`config.mk`:
```
export PLATFORM = sky130hd
export DESIGN_NAME = mono_pulse_timer
export DESIGN_NICKNAME = d
export VERILOG_FILES = /design/src/rtl/mono_pkg.sv /design/src/rtl/mono_sync.sv /design/src/rtl/mono_gate.sv /design/src/rtl/mono_count.sv /design/src/rtl/mono_pulse_timer.sv
export SDC_FILE = /design/constraint.sdc
export NUM_CORES = 1
export LEC_CHECK = 0
export BUFFER_PORTS_ARGS = -buffer_cell sky130_fd_sc_hd__buf_2
export CAP_MARGIN = 20
export CORE_AREA = 2 2 55 57
export CTS_CLUSTER_SIZE = 40
export DETAILED_ROUTE_END_ITERATION = 7
export DIE_AREA = 0 0 57 59
export PLACE_DENSITY = 0.76
export SLEW_MARGIN = 20
export SYNTH_ARGS = -nofsm -noshare
export SYNTH_HDL_FRONTEND = slang
export SYNTH_SLANG_ARGS = --single-unit
```
`constraint.sdc`:
```
create_clock -name clk -period 3.05 [get_ports clk]
set_input_delay 0.1525 -clock clk [delete_from_list [all_inputs] [get_ports clk]]
set_output_delay 0.1525 -clock clk [all_outputs]
set_load 0.005 [all_outputs]
```
`src/rtl/mono_pkg.sv`:
```
`timescale 1ns/1ps
package mono_pkg;

  // synchronised level and its value one clock earlier
  typedef struct packed {
    logic lvl;
    logic prev;
  } pin_t;

  localparam int PIN_A   = 0;  // falling-edge trigger
  localparam int PIN_B   = 1;  // rising-edge trigger
  localparam int PIN_CLR = 2;  // active-low clear
  localparam int NPINS   = 3;

endpackage

```
`src/rtl/mono_sync.sv`:
```
`timescale 1ns/1ps
module mono_sync #(
  parameter int STAGES = 2
) (
  input  logic            clk,
  input  logic            rst_n,
  input  logic            din,
  output mono_pkg::pin_t  line_o
);

  logic [STAGES-1:0] chain_q;
  logic [STAGES-1:0] chain_d;
  logic              prev_q;

  always_comb begin
    chain_d = {chain_q[STAGES-2:0], din};
  end

  always_ff @(posedge clk or negedge rst_n) begin
    if (!rst_n) begin
      chain_q <= '0;
      prev_q  <= 1'b0;
    end else begin
      chain_q <= chain_d;
      prev_q  <= chain_q[STAGES-1];
    end
  end

  assign line_o.lvl  = chain_q[STAGES-1];
  assign line_o.prev = prev_q;

endmodule

```
`src/rtl/mono_gate.sv`:
```
`timescale 1ns/1ps
module mono_gate #(
  parameter bit CLR_TRIG = 1'b0
) (
  input  mono_pkg::pin_t a_i,
  input  mono_pkg::pin_t b_i,
  input  mono_pkg::pin_t c_i,
  output logic           trig_o
);

  localparam logic REL_EN = CLR_TRIG;

  logic fall_a;
  logic rise_b;
  logic rise_c;
  logic rel;

  always_comb begin
    fall_a = a_i.prev & ~a_i.lvl;
    rise_b = ~b_i.prev & b_i.lvl;
    rise_c = ~c_i.prev & c_i.lvl;
    // release of clear counts only in the variant that allows it
    rel    = REL_EN & rise_c & b_i.lvl & ~a_i.lvl;
    trig_o = c_i.lvl & ((fall_a & b_i.lvl) | (rise_b & ~a_i.lvl) | rel);
  end

endmodule

```
`src/rtl/mono_count.sv`:
```
`timescale 1ns/1ps
module mono_count #(
  parameter int CNT_W  = 16,
  parameter bit RETRIG = 1'b1
) (
  input  logic             clk,
  input  logic             rst_n,
  input  logic             clr_lvl,
  input  logic             trig_i,
  input  logic [CNT_W-1:0] width_i,
  output logic [CNT_W-1:0] cnt_o,
  output logic             busy_o
);

  logic [CNT_W-1:0] cnt_q;
  logic [CNT_W-1:0] cnt_nxt;
  logic             busy_q;
  logic             may_load;
  logic             load;
  logic             cnt_en;

  generate
    if (RETRIG) begin : g_retrig
      assign may_load = 1'b1;
    end else begin : g_once
      assign may_load = (cnt_q == '0);
    end
  endgenerate

  always_comb begin
    load    = trig_i & (width_i != '0) & may_load;
    cnt_en  = load | (cnt_q != '0);
    cnt_nxt = cnt_q;
    if (!clr_lvl) begin
      cnt_nxt = '0;
    end else if (load) begin
      cnt_nxt = width_i;
    end else if (cnt_q != '0) begin
      cnt_nxt = cnt_q - 1'b1;
    end
  end

  always_ff @(posedge clk or negedge rst_n) begin
    if (!rst_n) begin
      cnt_q  <= '0;
      busy_q <= 1'b0;
    end else if (cnt_en) begin
      cnt_q  <= cnt_nxt;
      busy_q <= (cnt_nxt != '0);
    end
  end

  assign cnt_o  = cnt_q;
  assign busy_o = busy_q;

endmodule

```
`src/rtl/mono_pulse_timer.sv`:
```
`timescale 1ns/1ps
module mono_pulse_timer #(
  parameter int CNT_W       = 16,
  parameter int SYNC_STAGES = 2,
  parameter bit RETRIG      = 1'b1,
  parameter bit CLR_TRIG    = 1'b0
) (
  input  logic             clk,
  input  logic             rst_n,
  input  logic             trig_fall_i,
  input  logic             trig_rise_i,
  input  logic             clr_n_i,
  input  logic [CNT_W-1:0] width_i,
  output logic             pulse_o,
  output logic             pulse_n_o
);

  import mono_pkg::*;

  logic [NPINS-1:0] raw_in;
  pin_t             pins [NPINS];
  logic             clr_lvl;
  logic             trig_raw;
  logic [CNT_W-1:0] cnt;
  logic             busy;

  assign raw_in = {clr_n_i, trig_rise_i, trig_fall_i};

  generate
    for (genvar gi = 0; gi < NPINS; gi++) begin : g_sync
      mono_sync #(.STAGES(SYNC_STAGES)) u_sync (
        .clk    (clk),
        .rst_n  (rst_n),
        .din    (raw_in[gi]),
        .line_o (pins[gi])
      );
    end
  endgenerate

  assign clr_lvl = pins[PIN_CLR].lvl;

  mono_gate #(.CLR_TRIG(CLR_TRIG)) u_gate (
    .a_i    (pins[PIN_A]),
    .b_i    (pins[PIN_B]),
    .c_i    (pins[PIN_CLR]),
    .trig_o (trig_raw)
  );

  mono_count #(.CNT_W(CNT_W), .RETRIG(RETRIG)) u_count (
    .clk     (clk),
    .rst_n   (rst_n),
    .clr_lvl (clr_lvl),
    .trig_i  (trig_raw),
    .width_i (width_i),
    .cnt_o   (cnt),
    .busy_o  (busy)
  );

  assign pulse_o   = busy;
  assign pulse_n_o = ~busy;

endmodule

```
==> flow_summary.json <==
{
  "status": "finished clean",
  "antenna_found_initial": 0,
  "clk_path_buf_depth": 2,
  "rrSetupSlack_ns": 0.29,
  "clkTransAtPathRegs_ns": 0.14,
  "fin_crit_sh_pct": 90.4,
  "yosys.cell_types.count": 44,
  "crit_buf_inv": 1,
  "setup_viol": 0,
  "overflow": 0,
  "antenna_cells": 0,
  "vias": 1403,
  "rsz0062_at_grt": "false",
  "tns_ns": 0,
  "worstPathMaxFanout": 10,
  "grt_max_degree": 26,
  "io_buffers": 22,
  "numCtsBuffers": 3,
  "period_needed_ns": 2.76,
  "drive_above_1_share_pct": 24.7,
  "finalMaxSlewViolations": 0,
  "fin_ws_ns": 0.292,
  "crit_arrival_ns": 2.98,
  "powerDensity_nw_per_um2": 928,
  "syn_avg_cell_area_um2": 10.0,
  "clock_skew_ns": 0.00433,
  "place_ws_ns": 0.275,
  "firstDrtPassIters": 6,
  "cp.required_ns": 3.27,
  "core_um2": 2710,
  "max_freq_mhz": 363,
  "area_growth_pct": 12.9,
  "dp_cells": 197,
  "final_cells": 205,
  "cp-start-kind": "register",
  "path_cells": "inv_1, ha_1, nor4b_4, and4_2, or3_1, a311oi_1, or4_1, nor4_1, a21oi_1",
  "die_h_um": 59,
  "vdd_drop_max_uv": 620,
  "hold_class": "input port to register",
  "cpLargestDelayFamily": "simple AND/OR/NAND/NOR gates",
  "slew-limit-headroom_pct": 62.5,
  "cts_tree": "yes",
  "vias_per_cell": 6.84,
  "ant_nets": 0,
  "worstSkewPairLatency_ns": 0.32,
  "fp.dieW_um": 57,
  "rows": 19,
  "path_class": "register to register",
  "dr.first_iter.drc_count": 111,
  "hpwl_um": 2770,
  "die-area_um2": 3360,
  "p_total_mw": 1.54,
  "ys_seq_area_share_pct": 42.5,
  "yosysWarnings": 0,
  "wl_um": 3820,
  "drc_errors": 0,
  "synth_nets": 170,
  "cpPeakStageDelay_ns": 0.56,
  "cts.sinks": 25,
  "track_usage_pct": 24.3,
  "place_congestion": 0.937,
  "async_flop_share_pct": 100,
  "cap_violations": 0,
  "crit_path_end_kind": "register",
  "io_pins": 23,
  "nets": 198,
  "cp_slowest_cell": "or4_1",
  "timing_hold_violations_final": 0,
  "synth_seq_cells": 25,
  "synth-edff-count": 0,
  "cts-root-buf": "clkbuf_4",
  "cts_max_level": 1,
  "grt_pass1_wl_um": 6300,
  "post_cts_buffers": 0,
  "worstMarginPinSlew_ns": 0.563,
  "synthCells": 147,
  "start_util_pct": 54.3,
  "final_util_pct": 61.4,
  "wl_per_cell_um": 18.6,
  "first_global_vias": 1323,
  "syn_area_um2": 1470,
  "synth_flop_cell": "dfrtp_1",
  "p_leak_nw": 0.720
}
-- cell families (layout without fill, tap and decap cells) --
kind of cell    count (synthesis)  in the layout  synth area share (%)
simple gates                   69             69                  30.8
compound gates                 34             34                  16.4
flops                          25             25                  42.5
buf+inv                        11             38                  4.76
xor+xnor                        3              3                  1.78
mux                             3              3                  2.04
fa+ha+maj                       2              2                  1.70
-- power breakdown --
part / internal (mW) / switching, mW
Sequential: 0.423 / 0.147
Clock: 0.0492 / 0.104
Combinational: 0.366 / 0.453
-- registers in the layout (all words and copies together), names as in the netlist --
register               count
g_sync.u_sync.chain_q      6
u_count.cnt_o             16
u_count.busy_o             1
g_sync.u_sync.prev_q       2
-- final cells by class --
class	instances	area, µm²
Multi-Input combinational cell	111	783
Timing Repair Buffer	28	165
Sequential cell	25	626
Tap cell	31	38.8
Inverter	6	22.5
Clock buffer	3	22.5
Fill cell	235	1050
Clock inverter	1	5.00
-- final timing paths --
check	from	to	cells past startpoint
min in group asynchronous	rst_n	u_count.cnt_o[0]$_DFFE_PN0P_	2
max reg2reg	u_count.cnt_o[0]$_DFFE_PN0P_	u_count.busy_o$_DFFE_PN0P_	9
min reg2reg	g_sync[0].u_sync.chain_q[0]$_DFF_PN0_	g_sync[0].u_sync.chain_q[1]$_DFF_PN0_	0
min	width_i[2]	u_count.cnt_o[2]$_DFFE_PN0P_	3
max in group asynchronous	rst_n	g_sync[2].u_sync.chain_q[1]$_DFF_PN0_	2
max	u_count.cnt_o[0]$_DFFE_PN0P_	u_count.busy_o$_DFFE_PN0P_	9
-- worst register-to-register path, delay by kind of cell, from the launching register on --
kind | cells | cell delay [ns]
AND/OR/NAND/NOR | 5 | 1.66
flip-flops | 1 | 0.46
AO/OA/AOI/OAI | 2 | 0.22
adder cells (fa/ha/maj) | 1 | 0.17
buffers and inverters | 1 | 0.14
-- repair_timing --
item / 4_1_cts / 5_1_grt
endpoints found under the setup margin: 0 / 1
endpoints found under the hold margin: 28 / 0
gates resized for setup: 0 / 2
hold buffers: 4 / 0
-- cell usage after synthesis (3+ instances only) --
library cell | n | area share, %
dfrtp_1 | 25 | 42
nor2_1 | 10 | 2.5
nor3_1 | 10 | 3.4
nor4_1 | 9 | 3.8
a311oi_1 | 7 | 4.2
nand2_1 | 7 | 1.8
o21ai_0 | 6 | 2.0
inv_1 | 5 | 1.3
o31ai_1 | 5 | 2.5
a21oi_1 | 4 | 1.4
nand2b_1 | 4 | 1.7
or4_1 | 4 | 2.0
a211oi_1 | 3 | 1.5
mux2i_1 | 3 | 2.0
nand4_1 | 3 | 1.3
or3_1 | 3 | 1.3
-- placed cells by master (no fill, tap or decap), types with 3 or more instances in the layout --
cell type / instances
mux2i_1: 3
a21oi_1: 4
o31ai_1: 5
nor2_1: 10
nand2b_1: 4
or4_1: 4
clkbuf_4: 3
nand2_1: 7
nand4_1: 3
nor3_1: 10
buf_2: 22
dlygate4sd3_1: 4
a311oi_1: 7
or3_1: 3
o21ai_0: 6
dfrtp_1: 25
nor4_1: 9
inv_1: 5
a211oi_1: 3
-- stage by stage --
stage / instance area, µm² / hold WS (ns)
3_5_place_dp: 1590 / 0.178
3_3_place_gp: 1590 / 0.166
4_1_cts: 1660 / 0.120
2_1_floorplan: 1470 / -0.143
5_1_grt: 1660 / 0.143
6_report: 1660 / 0.114
-- layer usage --
| metal | up-vias | global-route usage (%) | wire (µm) |
|---|---|---|---|
| li1 | 631 | - | - |
| met5 | - | 0 | 0 |
| met3 | 13 | 3.28 | 313 |
| met2 | 90 | 38.9 | 1840 |
| met1 | 669 | 33.1 | 1580 |
| met4 | 0 | 11.3 | 94 |
No activity file was read; power rests on OpenSTA's default activity.
